--- config.mk ---
export PLATFORM = sky130hd
export DESIGN_NAME = dual_mem_bus_ctrl
export DESIGN_NICKNAME = d
export VERILOG_FILES = /design/src/rtl/dual_mem_bus_ctrl.sv
export SDC_FILE = /design/constraint.sdc
export NUM_CORES = 1
export LEC_CHECK = 0
export ABC_AREA = 1
export CAP_MARGIN = 20
export CORE_MARGIN = 2
export CORE_UTILIZATION = 39
export DETAILED_ROUTE_END_ITERATION = 10
export GPL_TIMING_DRIVEN = 0
export PLACE_DENSITY = 0.88
export SLEW_MARGIN = 15
export SYNTH_ARGS = -nofsm -noshare
export SYNTH_HDL_FRONTEND = slang
export SYNTH_SLANG_ARGS = --single-unit
--- constraint.sdc ---
create_clock -name clk -period 4.55 [get_ports clk]
set_clock_uncertainty 0.05 [all_clocks]
set_input_delay 0.455 -clock clk [delete_from_list [all_inputs] [get_ports clk]]
set_output_delay 0.455 -clock clk [all_outputs]
set_load 0.03 [all_outputs]
--- src/rtl/dual_mem_bus_ctrl.sv ---
module dual_mem_bus_ctrl #(
  parameter int AW            = 19,
  parameter int DW            = 32,
  parameter int SRAM_RD_CYC   = 9,
  parameter int SRAM_WP_CYC   = 7,
  parameter int FLASH_RD_CYC  = 23,
  parameter int FLASH_WP_CYC  = 12,
  parameter int FLASH_WPH_CYC = 5,
  parameter int HOLD_CYC      = 1,
  parameter int TURN_CYC      = 1,
  localparam int LANES        = DW / 8
) (
  input  logic             clk,
  input  logic             rst_n,
  input  logic             req_valid,
  output logic             req_ready,
  input  logic [AW-1:0]    req_addr,
  input  logic [DW-1:0]    req_wdata,
  input  logic [LANES-1:0] req_be,
  input  logic             req_write,
  input  logic             req_flash,
  output logic             done,
  output logic [DW-1:0]    rd_data,
  output logic [AW-1:0]    mem_addr,
  output logic [DW-1:0]    mem_dq_out,
  output logic             mem_dq_oe,
  input  logic [DW-1:0]    mem_dq_in,
  output logic             mem_oe_n,
  output logic             sram_ce_n,
  output logic             flash_ce_n,
  output logic [LANES-1:0] sram_we_n,
  output logic [LANES-1:0] flash_we_n
);

  localparam int M1   = SRAM_RD_CYC > SRAM_WP_CYC ? SRAM_RD_CYC : SRAM_WP_CYC;
  localparam int M2   = FLASH_RD_CYC > FLASH_WP_CYC ? FLASH_RD_CYC : FLASH_WP_CYC;
  localparam int M3   = FLASH_WPH_CYC > TURN_CYC ? FLASH_WPH_CYC : TURN_CYC;
  localparam int M4   = M1 > M2 ? M1 : M2;
  localparam int M5   = M3 > HOLD_CYC ? M3 : HOLD_CYC;
  localparam int MAXC = M4 > M5 ? M4 : M5;
  localparam int CW   = $clog2(MAXC + 1);

  typedef enum logic [1:0] {S_IDLE, S_GAP, S_STRB, S_HOLD} st_t;

  st_t             st;
  logic [CW-1:0]   cnt;
  logic [AW-1:0]   addr_q;
  logic [DW-1:0]   wdata_q, rd_q;
  logic [LANES-1:0] be_q;
  logic            wr_q, fl_q, done_q;
  logic            prev_v, prev_wr, prev_fl;

  function automatic logic [CW-1:0] strobe_len(input logic fl, input logic wr);
    case ({fl, wr})
      2'b00:   return CW'(SRAM_RD_CYC);
      2'b01:   return CW'(SRAM_WP_CYC);
      2'b10:   return CW'(FLASH_RD_CYC);
      default: return CW'(FLASH_WP_CYC);
    endcase
  endfunction

  wire accept   = req_valid && (st == S_IDLE);
  wire switched = prev_v && ((prev_fl != req_flash) || (prev_wr != req_write));
  wire fl_ww    = prev_v && prev_fl && prev_wr && req_flash && req_write;
  wire [CW-1:0] gap_len = switched ? CW'(TURN_CYC) : (fl_ww ? CW'(FLASH_WPH_CYC) : '0);

  always_ff @(posedge clk) begin
    if (!rst_n) begin
      st      <= S_IDLE;
      cnt     <= '0;
      addr_q  <= '0;
      wdata_q <= '0;
      be_q    <= '0;
      wr_q    <= 1'b0;
      fl_q    <= 1'b0;
      rd_q    <= '0;
      done_q  <= 1'b0;
      prev_v  <= 1'b0;
      prev_wr <= 1'b0;
      prev_fl <= 1'b0;
    end else begin
      done_q <= 1'b0;
      case (st)
        S_IDLE: if (accept) begin
          addr_q  <= req_addr;
          wdata_q <= req_wdata;
          be_q    <= req_be;
          wr_q    <= req_write;
          fl_q    <= req_flash;
          prev_v  <= 1'b1;
          prev_wr <= req_write;
          prev_fl <= req_flash;
          if (gap_len != '0) begin
            st  <= S_GAP;
            cnt <= gap_len - CW'(1);
          end else begin
            st  <= S_STRB;
            cnt <= strobe_len(req_flash, req_write) - CW'(1);
          end
        end
        S_GAP: begin
          if (cnt == '0) begin
            st  <= S_STRB;
            cnt <= strobe_len(fl_q, wr_q) - CW'(1);
          end else begin
            cnt <= cnt - CW'(1);
          end
        end
        S_STRB: begin
          if (cnt != '0) begin
            cnt <= cnt - CW'(1);
          end else if (!wr_q) begin
            rd_q   <= mem_dq_in;
            done_q <= 1'b1;
            st     <= S_IDLE;
          end else if (HOLD_CYC > 0) begin
            st  <= S_HOLD;
            cnt <= CW'(HOLD_CYC - 1);
          end else begin
            done_q <= 1'b1;
            st     <= S_IDLE;
          end
        end
        default: begin
          if (cnt == '0) begin
            done_q <= 1'b1;
            st     <= S_IDLE;
          end else begin
            cnt <= cnt - CW'(1);
          end
        end
      endcase
    end
  end

  wire active = (st == S_STRB) || (st == S_HOLD);
  wire strobe = (st == S_STRB);

  assign req_ready  = (st == S_IDLE);
  assign done       = done_q;
  assign rd_data    = rd_q;
  assign mem_addr   = addr_q;
  assign mem_dq_out = wdata_q;
  assign mem_dq_oe  = active && wr_q;
  assign mem_oe_n   = !(strobe && !wr_q);
  assign sram_ce_n  = !(active && !fl_q);
  assign flash_ce_n = !(active && fl_q);
  assign sram_we_n  = (strobe && wr_q && !fl_q) ? ~be_q : {LANES{1'b1}};
  assign flash_we_n = (strobe && wr_q && fl_q) ? ~be_q : {LANES{1'b1}};

endmodule

### After elaboration in Yosys (flattened, before gate mapping)

Index checks and enable logic that the tools add are counted.

| storage, ports and cells | value |
|---|---|
| register bits after elaboration | 98 |
| bits of input ports | 92 |
| output and inout port bits | 97 |
| word-level logic and storage cells | 94 |

| operators by class | value |
|---|---|
| reduce and logical (&&, ||, !) cells | 32 |
| equality and inequality tests | 14 |
| add/sub/neg operators | 4 |
| mux-type cells | 31 |
| bitwise operators | 3 |

Operators with widths:

| kind | number |
|---|---|
| $mux W5 | 13 |
| $pmux W5 S3 | 3 |
| $sub A5 B1 Y5 const B | 3 |
| $logic_and A1 B1 Y1 | 13 |
| $mux W2 | 6 |
| $reduce_bool A5 Y1 | 2 |
| $eq A2 B2 Y1 const B | 4 |
| $mux W4 | 2 |
| $eq A2 B1 Y1 const B | 3 |
| $logic_not A2 Y1 | 3 |
| $mux W3 | 2 |
| $pmux W2 S3 | 1 |
| $reduce_and A3 Y1 | 2 |
| $logic_not A1 Y1 | 5 |
| $logic_not A5 Y1 | 1 |
| $ne A2 B2 Y1 const B | 2 |
| $ne A4 B3 Y1 const B | 1 |
| $not A4 Y4 | 1 |
| $reduce_and A4 Y1 | 1 |
| $sub A3 B1 Y4 const B | 1 |
| $mux W1 | 3 |
| $ne A3 B2 Y1 const B | 1 |
| $reduce_bool A3 Y1 | 1 |
| $logic_or A1 B1 Y1 | 2 |
| other kinds (6) | 8 |

### Depth between registers and ports, before layout

Gate-level depths: netlist of the first run.

| logic depth | value |
|---|---|
| depth after elaboration | 15 |
| mapped depth | 11 |
| mapped depth without buffers | 11 |

### Least setup slack after synthesis of the first run

OpenSTA, ideal clock, no wires.

| timing path | value |
|---|---|
| kind | reg2out |
| start | register st[1] |
| end | output port flash_we_n[0] |
| path slack | 2.835 ns |
| buffers on the path | 1 |
| data arrival time | 1.210 ns |
| stages on the path, launching flop included | 5 |
| data required time | 4.045 ns |
| path through | dfxtp_1 > buf_4 > nand2_1 > nor2_1 > nand2_1 |

| on the way | value |
|---|---|
| word-level cells in the longest chain between the ends | 4 |

Ends and longest elaborated chain:

| what | line | source |
|---|---|---|
| start: declaration | 45 | `st_t st;` |
| start signal: assignment | 69 | `st <= S_IDLE;` |
| start signal: assignment | 94 | `st <= S_GAP;` |
| start signal: assignment | 97 | `st <= S_STRB;` |
| $eq A2 B2 Y1 | 137 | `wire strobe = (st == S_STRB);` |
| $logic_and A1 B1 Y1 (2 in a row) | 149 | `assign flash_we_n = (strobe && wr_q && fl_q) ? ~be_q : {LANES{1'b1}};` |
| $mux W4 | 149 |  |
| end: declaration | 32 | `output logic [LANES-1:0] flash_we_n` |

Every way passes these cells.

### Worst setup path in the final report of the first run

| timing path | value |
|---|---|
| start | register st[1] |
| end | output port flash_we_n[1] |

The elaborated chain is that of the path after synthesis.

==> results.txt, run 1 <==
Status = finished clean
CTS Buf Count = 9
GRT overflow = 0
Drt drc = 0
Number of port buffers = 187
Synthesized flop and latch total = 98
Net total in the final layout = 812
Post-CTS Repair Setup Buffers = 0
Final ANT Viol Nets = 0
# IOs = 189
Switch share = 43.1%
Power Dens Cells = 575 mW/mm^2
Reg power frac = 35.7%
Final wirelength = 12100 um
Area leader, netlist = dfxtp_1
CTS sink count = 98
Core area = 0.00973 sq mm
Die area = 0.0108 sq mm
Post-Synth Adder-Cell Area = 2.25%
Setup CP Type = register to output port
P_sw = 0.00151 W
Max-Cap Viols = 0
Iteration-0 DRC Markers = 146
Critical Path AT = 2100 ps
Area growth from synthesis to layout = 56.5%
Vias in the first global route = 4139
DR vias/cell = 4.86
Synth Area per Inst = 7.56 sq um
Hold path startpoint = cnt[1]$_SDFFE_PN0P_
DR vias = 4135
Ant diodes = 0
HPWL after DPL = 9310 um
Met2 routed WL = 6110 um
Yosys top cell area share = 50.4%
Reg-to-reg setup timing slack = 2760 ps
Max Fclk = 0.384 GHz
First-pass GRT wire length = 19500 um
Clock share of power = 13.8%
Max VDD drop = 0.346 mV
Fin. Hold Viols = 0
Most used flip-flop cell after synthesis = dfxtp_1
Cell count of the worst hold path = 2
Cell Area, Placed = 0.00593 sq mm
Initial Util = 40.0%
Largest family of logic cells by synthesized area = simple AND/OR/NAND/NOR gates
Setup ws final = 1940 ps
Longest Clk Path Bufs = 2
Place WS = 2330 ps
CP Capture Type = output port
Leak pwr = 2.56 nW
CTS clock-pin slew for the worst setup and hold paths = 90 ps
GRT Overall Usage = 22.2%
Setup TNS = 0 ps
Post-CTS Hold Buffers = 0
Top post-synthesis cells by area = dfxtp_1 50%, nor2_1 18%, o21ai_0 12%
Post-Layout Inst Area = 0.00609 sq mm
Ys async rst share = 0%
Post-synth EDFFs = 0
Gate power share = 50.5%
Worst-Margin Slew = 575 ps
Die X-Extent = 104 um
Rows = 36
Synth cell count leaders = 182 x nor2_1, 98 x dfxtp_1, 92 x o21ai_0
Gpl congestion = 0.858
WHS Endpoint = cnt[1]$_SDFFE_PN0P_
Worst R2R Start = cnt[0]$_SDFFE_PN0P_
CTS resizes = 0
H-tree depth = 3
Max Slew Vio Count = 0
Mapped Nets = 614
FF-to-FF path depth = 8
Die height = 104 um
Count leader, synth = nor2_1
Wirelength per Cell = 14.2 um
Startpoint types = register
Tmin final = 2610 ps
Synth unique cells = 24
Synth Warn # = 0
Root buf cell = clkbuf_8
RSZ-0062 raised after global routing = false
Share of cells above drive strength 1 = 6.56%
Routed wl met3 = 684 um
Mux cell area share after synthesis = 0%
CTS tree = yes
Worst Hold Class = register to register
CP required = 4050 ps
Synth Area in Simple Gates = 25.5%
XOR/XNOR Fraction of Synth Area = 0.225%
Top Metal Used = met4
Compound-cell area share of the yosys netlist = 14.7%
Cell area after synthesis = 0.00389 sq mm
Final setup vio count = 0
Sequential area share after synthesis = 50.4%
Internal = 0.00199 W
Slew headroom = 61.7%
First-pass DRT Iterations = 4
Clk_lat worst skew = 350 ps
Routed length on met1 = 4830 um
Initial antenna violation count = 0
CP Max Fanout = 10
Largest net degree at the start of global routing = 16
FF-to-FF End = rd_data[23]$_SDFFE_PN0P_
Fin crit share = 57.3%
Syn Inst Count = 515
## power groups by stage
stage          Combinational [W]  Clock [W]  Sequential [W]
2_1_floorplan           0.000676          0         0.00164
3_3_place_gp             0.00173          0         0.00125
3_5_place_dp             0.00176          0         0.00126
4_1_cts                  0.00177   0.000497         0.00125
5_1_grt                  0.00191   0.000533         0.00128
6_report                 0.00177   0.000483         0.00125
## area by class of cell
| cell class | instances | area, sq um |
|---|---|---|
| clock inverter | 5 | 32.5 |
| timing repair buffer | 187 | 1870 |
| buffer | 29 | 173 |
| tap | 133 | 166 |
| multi-input combinational | 363 | 1660 |
| clock buffer | 10 | 128 |
| sequential | 98 | 1960 |
| fill | 848 | 3640 |
| inverter | 25 | 93.8 |
## logic make-up after synthesis
| kind of cell | Yosys count |
|---|---|
| compound gates | 111 |
| buf+inv | 54 |
| xor+xnor | 1 |
| simple gates | 244 |
| flops | 98 |
| fa+ha+maj | 7 |
## worst max-delay path: stages, from the launching register on
cell	delay [ps]
dfxtp_1	390
buf_4	190
nand2_1	80
nor2_1	320
nand2_1	130
clkdlybuf4s50_1	630
## registers in the layout (all words and copies together), names as in the netlist
name,cells
mem_dq_out,32
rd_data,32
mem_addr,19
cnt,5
be_q,4
st,2
done,1
prev_fl,1
prev_v,1
prev_wr,1
## layout by cell type, fill, tap and decap left out, drive strengths merged
cell type      Yosys  routed
xor2               1       1
nand2             39      39
clkinvlp           0       3
buf               19      19
dfxtp             98      98
clkinv             0       2
ha                 7       7
nor4               1       1
nor3               2       2
o21ai             95      95
inv               25      25
o22ai              1       1
a31oi              2       2
nand3             11      11
clkdlybuf4s50      0     187
nor2             186     186
clkbuf            10      20
nand3b             1       1
nand4              4       4
a21oi             13      13
## worst max path at each step
stage	startpoint	to	slack, ps	depth (start not counted)
CTS	st[1]$_SDFFE_PN0P_	flash_we_n[1]	1910	5
floorplan	st[1]$_SDFFE_PN0P_	flash_we_n[0]	2840	4
finish	st[1]$_SDFFE_PN0P_	flash_we_n[1]	1940	5
global placement	st[1]$_SDFFE_PN0P_	flash_we_n[1]	2320	5
detailed placement	st[1]$_SDFFE_PN0P_	flash_we_n[1]	2330	5
global route	st[1]$_SDFFE_PN0P_	flash_we_n[1]	1810	5
## metal layers
metal / track usage [%] / vias to the layer above
met3: 6.02 / 37
met5: 0 / -
met4: 9.85 / 0
li1: - / 2045
met1: 24.6 / 1921
met2: 39.7 / 132
## through the flow
step,hold slack (ps),total power [W],std cells,utilization [%]
floorplan,408,0.00232,515,-
global placement,420,0.00297,835,60.9
detailed placement,433,0.00303,835,60.9
CTS,442,0.00352,850,62.6
global route,475,0.00372,850,62.6
finish,443,0.00350,850,62.6
(Power assumes the default switching activity.)
==> run 2, diff against run 1 <==
--- a/config.mk
+++ b/config.mk
@@ -8,10 +8,10 @@
 export ABC_AREA = 1
 export CAP_MARGIN = 20
 export CORE_MARGIN = 2
-export CORE_UTILIZATION = 39
+export CORE_UTILIZATION = 37
 export DETAILED_ROUTE_END_ITERATION = 10
 export GPL_TIMING_DRIVEN = 0
-export PLACE_DENSITY = 0.88
+export PLACE_DENSITY = 0.87
 export SLEW_MARGIN = 15
 export SYNTH_ARGS = -nofsm -noshare
 export SYNTH_HDL_FRONTEND = slang
==> constraint.sdc (replaced) <==
create_clock -name clk -period 2.3 [get_ports clk]
set_clock_uncertainty 0.05 [all_clocks]
set_input_delay 0.23 -clock clk [delete_from_list [all_inputs] [get_ports clk]]
set_output_delay 0.23 -clock clk [all_outputs]
set_load 0.03 [all_outputs]
==> run 2 against run 1 <==
Compared with the run above:
- via count stayed put
- first-iteration DRC count is 69% higher
- die area is 5.2% higher
- design area is 0.68% higher
- register-to-register slack worse by 2300 ps
- setup slack worse by 1800 ps
==> results.txt, run 2 (same netlist as run 1, synthesis figures left out) <==
Gpl congestion = 0.915 (+6.6%)
CTS sink count = 98 (unchanged)
CP peak stage delay = 620 ps (about the same)
Die area = 0.0114 sq mm (+5.2%)
Crit path max-delay cell type = clkdlybuf4s50_1
Tmin final = 2180 ps
Commonest cells after routing, fill and taps aside = 181 x clkdlybuf4s50_1, 180 x nor2_1, 98 x dfxtp_1
Clk_lat worst skew = 350 ps (about the same)
FF-to-FF path depth = 8 (unchanged)
RSZ-0062 raised after global routing = false
Top Family by Delay on Critical Path = buffers and inverters
Rows = 37 (+2.8%)
Drt drc = 0 (unchanged)
Cells along the critical path = buf_4, nand2_1, nor2_2, nand2_1, clkdlybuf4s50_1
CTS clock-pin slew for the worst setup and hold paths = 90 ps (about the same)
First-pass GRT wire length = 19100 um (-1.9%)
Worst hold margin = 235 ps (-208 ps)
Initial Util = 37.9% (-2.1 points)
Hold path startpoint = rst_n
Root buf cell = clkbuf_8
Core area = 0.0103 sq mm (+5.6%)
Cell count of the worst hold path = 3 (+1)
Post-CTS Repair Setup Buffers = 0 (unchanged)
Worst R2R Start = cnt[0]$_SDFFE_PN0P_
Final wirelength = 12100 um (+0.33%)
Worst Hold Class = input pin to register
Leak pwr = 2.58 nW (+0.53%)
Wirelength per Cell = 14.2 um (-0.14%)
First-pass DRT Iterations = 5 (+1)
Area growth from synthesis to layout = 57.6%
Max Fclk = 0.459 GHz
Commonest non-fill, non-tap cell in the layout = clkdlybuf4s50_1
Status = finished clean
Initial antenna violation count = 0 (unchanged)
Setup ws final = 120 ps (-1820 ps)
Die X-Extent = 107 um (+2.6%)
Critical Path AT = 1900 ps (-200 ps)
Final ANT Viol Nets = 0 (unchanged)
H-tree depth = 3 (unchanged)
Post-Layout Inst Area = 0.00613 sq mm (+0.68%)
Worst-Margin Slew = 601 ps (+26.4 ps)
Final setup vio count = 0 (unchanged)
Fin crit share = 94.8%
Slew headroom = 59.9% (-1.8 points)
Max-Cap Viols = 0 (unchanged)
CP Buf/Inv Count = 2 (unchanged)
DR vias = 4135 (unchanged)
Top cell by count, worst path = nand2_1
Setup TNS = 0 ps (unchanged)
FF-to-FF End = rd_data[12]$_SDFFE_PN0P_
Vias in the first global route = 4150 (+0.27%)
Die height = 107 um (+2.6%)
CTS Buf Count = 9 (unchanged)
Max Slew Vio Count = 0 (unchanged)
CTS tree = yes
Startpoint types = register
Fin. Hold Viols = 0 (unchanged)
Longest Clk Path Bufs = 2 (unchanged)
Post-CTS Hold Buffers = 0 (unchanged)
CP Max Fanout = 10 (unchanged)
Largest net degree at the start of global routing = 16 (unchanged)
Ant diodes = 0 (unchanged)
Net total in the final layout = 812 (unchanged)
Place WS = 402 ps (-1930 ps)
GRT Overall Usage = 21.2% (-1.0 points)
Post-layout util = 59.7% (-2.9 points)
CP Capture Type = output port
Number of port buffers = 187 (unchanged)
Share of cells above drive strength 1 = 6.96% (+0.41 points)
Reg-to-reg setup timing slack = 510 ps (-2250 ps)
Cell Area, Placed = 0.00593 sq mm (about the same)
WHS Endpoint = mem_addr[3]$_SDFFE_PN0P_
HPWL after DPL = 9320 um (+0.11%)
Setup CP Type = register to output port
Power Dens Cells = 1140 mW/mm^2 (+99%)
GRT overflow = 0 (unchanged)
Iteration-0 DRC Markers = 247 (+69%)
CP required = 2020 ps (-2030 ps)
DR vias/cell = 4.84 (-0.47%)
Max VDD drop = 0.548 mV (+58%)
# IOs = 189 (unchanged)
[run 2: worst reg2reg max path: cells and delay by family, from the launching register on]
| family | cells | cell delay, ps |
|---|---|---|
| buf+inv | 3 | 390 |
| simple gates | 4 | 680 |
| flops | 1 | 300 |
| fa+ha+maj | 1 | 270 |
[run 2: metal layers]
layer	track usage [%]	vias up	wire length [um]
li1	-	2044	-
met1	23.8	1938	4940
met2	38.3	124	6220
met3	4.35	29	595
met4	9.74	0	356
met5	0	-	0
[run 2: how the worst max path moves through the flow]
stage	end	cells past startpoint	slack (ps)	start
finish	sram_we_n[0]	5	120	st[1]$_SDFFE_PN0P_
global placement	sram_we_n[3]	5	400	st[1]$_SDFFE_PN0P_
detailed placement	sram_we_n[3]	5	400	st[1]$_SDFFE_PN0P_
CTS	sram_we_n[1]	5	1	st[1]$_SDFFE_PN0P_
floorplan	cnt[3]$_SDFFE_PN0P_	9	810	cnt[0]$_SDFFE_PN0P_
global route	sram_we_n[0]	5	2	st[1]$_SDFFE_PN0P_
[run 2: repair_timing]
action,CTS,global route
pin swaps,0,0
endpoints found under the hold margin,0,0
setup endpoints to repair,1,7
resized for setup,1,7
[run 2: through the flow]
| step | std cells | total power [W] |
|---|---|---|
| 6_report | 854 | 0.00700 |
| 5_1_grt | 854 | 0.00742 |
| 4_1_cts | 854 | 0.00703 |
| 3_5_place_dp | 838 | 0.00599 |
| 3_3_place_gp | 838 | 0.00588 |
| 2_1_floorplan | 515 | 0.00458 |
[run 2: report_power, final]
part | total [W] | switching (W) | internal [W] | leakage (nW)
registers | 0.00247 | 0.000286 | 0.00218 | 0.806
logic | 0.00351 | 0.00214 | 0.00137 | 1.68
clock network | 0.00103 | 0.000575 | 0.000452 | 0.0924
[run 2: final cells by class]
| class | count | area, sq um |
|---|---|---|
| plain buffers | 29 | 173 |
| clock buffers | 12 | 155 |
| clock inverters | 4 | 26.3 |
| fillers | 906 | 4150 |
| inverters | 25 | 93.8 |
| multi-input cells | 363 | 1670 |
| flip-flops and latches | 98 | 1960 |
| well taps | 136 | 170 |
| repair buffers | 187 | 1880 |
==> run 3, diff against run 2 <==
--- a/config.mk
+++ b/config.mk
@@ -7,6 +7,7 @@
 export LEC_CHECK = 0
 export ABC_AREA = 1
 export CAP_MARGIN = 20
+export CORE_ASPECT_RATIO = 1.4
 export CORE_MARGIN = 2
 export CORE_UTILIZATION = 37
 export DETAILED_ROUTE_END_ITERATION = 10
==> run 3 against run 2 <==
Compared with the run above:
- wire length fell by 0.88%
- register-to-register slack barely moved
- first-iteration DRC count fell by 36%
- via count fell by 1.2%
==> results.txt, run 3 (same netlist as run 1, synthesis figures left out) <==
Status = finished clean
Core area = 0.0103 sq mm (+0.17%)
Die height = 125 um (+18%)
Vias in the first global route = 4119 (-0.75%)
Gr busiest metal = met2
Grt met2 use = 39.3% (+1.0 points)
Final ANT Viol Nets = 0 (unchanged)
Total placed cells including tap cells = 840 (+0.24%)
Die area = 0.0114 sq mm (+0.10%)
Ant diodes = 0 (unchanged)
Final std cells w/o fill = 856 (+0.23%)
Max Fclk = 0.460 GHz (+0.28%)
Initial antenna violation count = 0 (unchanged)
Max Slew Vio Count = 0 (unchanged)
Setup CP Type = register to output port
Gpl congestion = 0.886 (-3.1%)
GRT Overall Usage = 20.7% (-0.51 points)
Rows = 44 (+19%)
First-pass GRT wire length = 19300 um (+0.65%)
# IOs = 189 (unchanged)
DR vias/cell = 4.77 (-1.4%)
Met3 GRT Util = 5.60% (+1.2 points)
Final setup vio count = 0 (unchanged)
Max VDD drop = 0.668 mV (+22%)
Fin crit share = 94.5% (-0.27 points)
Area growth from synthesis to layout = 59.6%
Startpoint types = register
CP Capture Type = output port
Share of cells above drive strength 1 = 6.82% (-0.14 points)
Largest net degree at the start of global routing = 18 (+2)
First-pass DRT Iterations = 4 (-1)
Wirelength per Cell = 14.0 um (-1.1%)
Filler cell count = 904 (-0.22%)
CP Max Fanout = 10 (unchanged)
Critical Path AT = 1890 ps (about the same)
Worst Hold Class = input pin to register
Longest Clk Path Bufs = 2 (unchanged)
CTS resizes = 0 (-1)
Power Dens Cells = 1190 mW/mm^2 (+3.9%)
CTS Buf Count = 9 (unchanged)
Number of port buffers = 187 (unchanged)
Max-Cap Viols = 0 (unchanged)
Fin. Hold Viols = 0 (unchanged)
Root buf cell = clkbuf_16
M1 GR Usage = 21.3% (-2.5 points)
CTS tree = yes
Initial Util = 37.8% (-0.064 points)
CTS clock-pin slew for the worst setup and hold paths = 70 ps (-20 ps)
GRT overflow = 0 (unchanged)
Drt drc = 0 (unchanged)
Setup TNS = 0 ps (unchanged)
CP required = 2020 ps (about the same)
CTS sink count = 98 (unchanged)
Net total in the final layout = 812 (unchanged)
HPWL after DPL = 9420 um (+1.1%)
Die X-Extent = 90.7 um (-15%)
Post-CTS Hold Buffers = 0 (unchanged)
Post-CTS Repair Setup Buffers = 0 (unchanged)
RSZ-0062 raised after global routing = false
Iteration-0 DRC Markers = 159 (-36%)
Tmin final = 2170 ps (-6.16 ps)
Worst-Margin Slew = 527 ps (-74.2 ps)
Commonest non-fill, non-tap cell in the layout = clkdlybuf4s50_1
Final wirelength = 12000 um (-0.88%)
DR vias = 4085 (-1.2%)
H-tree depth = 3 (unchanged)
Commonest cells after routing, fill and taps aside = 187 x clkdlybuf4s50_1, 182 x nor2_1, 98 x dfxtp_1
Clk_lat worst skew = 330 ps (-20 ps)
Slew headroom = 64.9% (+4.9 points)
Leak pwr = 2.62 nW (+1.7%)
[run 3: changes by cell type in the layout (fill, tap and decap cells not counted)]
| cell | before | now |
|---|---|---|
| inv_6 | 0 | 2 |
| clkbuf_16 | 0 | 9 |
| dlymetal6s2s_1 | 5 | 0 |
| clkdlybuf4s50_1 | 181 | 187 |
| clkinvlp_4 | 1 | 2 |
| nor2_2 | 2 | 0 |
| clkbuf_8 | 11 | 0 |
| nor2_1 | 180 | 182 |
| dlygate4sd2_1 | 1 | 0 |
| clkbuf_1 | 11 | 10 |
[run 3: area by class of cell]
type | instances | area [sq um] | area share [%]
sequential | 98 | 1960 | 31.6
timing repair buffer | 187 | 1870 | 30.1
multi-input combinational | 363 | 1660 | 26.8
clock buffer | 9 | 225 | 3.63
buffer | 29 | 173 | 2.78
tap | 138 | 173 | 2.78
inverter | 25 | 93.8 | 1.51
clock inverter | 7 | 51.3 | 0.826
[run 3: path summary, 6_finish.rpt]
path | startpoint | to | slack, ps | cells past startpoint
max | st[1]$_SDFFE_PN0P_ | flash_we_n[3] | 130 | 5
min | rst_n | mem_addr[5]$_SDFFE_PN0P_ | 240 | 3
max reg2reg | cnt[0]$_SDFFE_PN0P_ | rd_data[12]$_SDFFE_PN0P_ | 510 | 8
min reg2reg | rd_data[31]$_SDFFE_PN0P_ | rd_data[31]$_SDFFE_PN0P_ | 460 | 2
[run 3: per-layer routing]
metal,vias to the layer above,share of wire (%)
met2,130,53
met1,1885,38
met5,-,0
met3,19,6.6
li1,2051,-
met4,0,1.7
[run 3: power breakdown]
group / switching [W] / total (W) / internal (W)
clock network: 0.000655 / 0.00139 / 0.000739
logic: 0.00213 / 0.00351 / 0.00137
registers: 0.000293 / 0.00248 / 0.00218
[run 3: stage by stage]
step | worst slack, ps | util (%) | total power [W] | area [sq um] | hold WS, ps
final | 126 | 60.3 | 0.00738 | 6210 | 244
after global routing | 33.5 | 60.3 | 0.00778 | 6210 | 277
after CTS | 107 | 60.3 | 0.00742 | 6210 | 238
after detailed placement | 465 | 57.7 | 0.00600 | 5940 | 429
after global placement | 521 | 57.7 | 0.00591 | 5940 | 418
after floorplan | 809 | - | 0.00458 | 3890 | 315
[run 3: critical path, stage by stage (launching register included)]
cell and delay (ps):
dfxtp_1 370, buf_4 190, nand2_1 90, nor2_1 230
nand2_1 80, clkdlybuf4s50_1 600
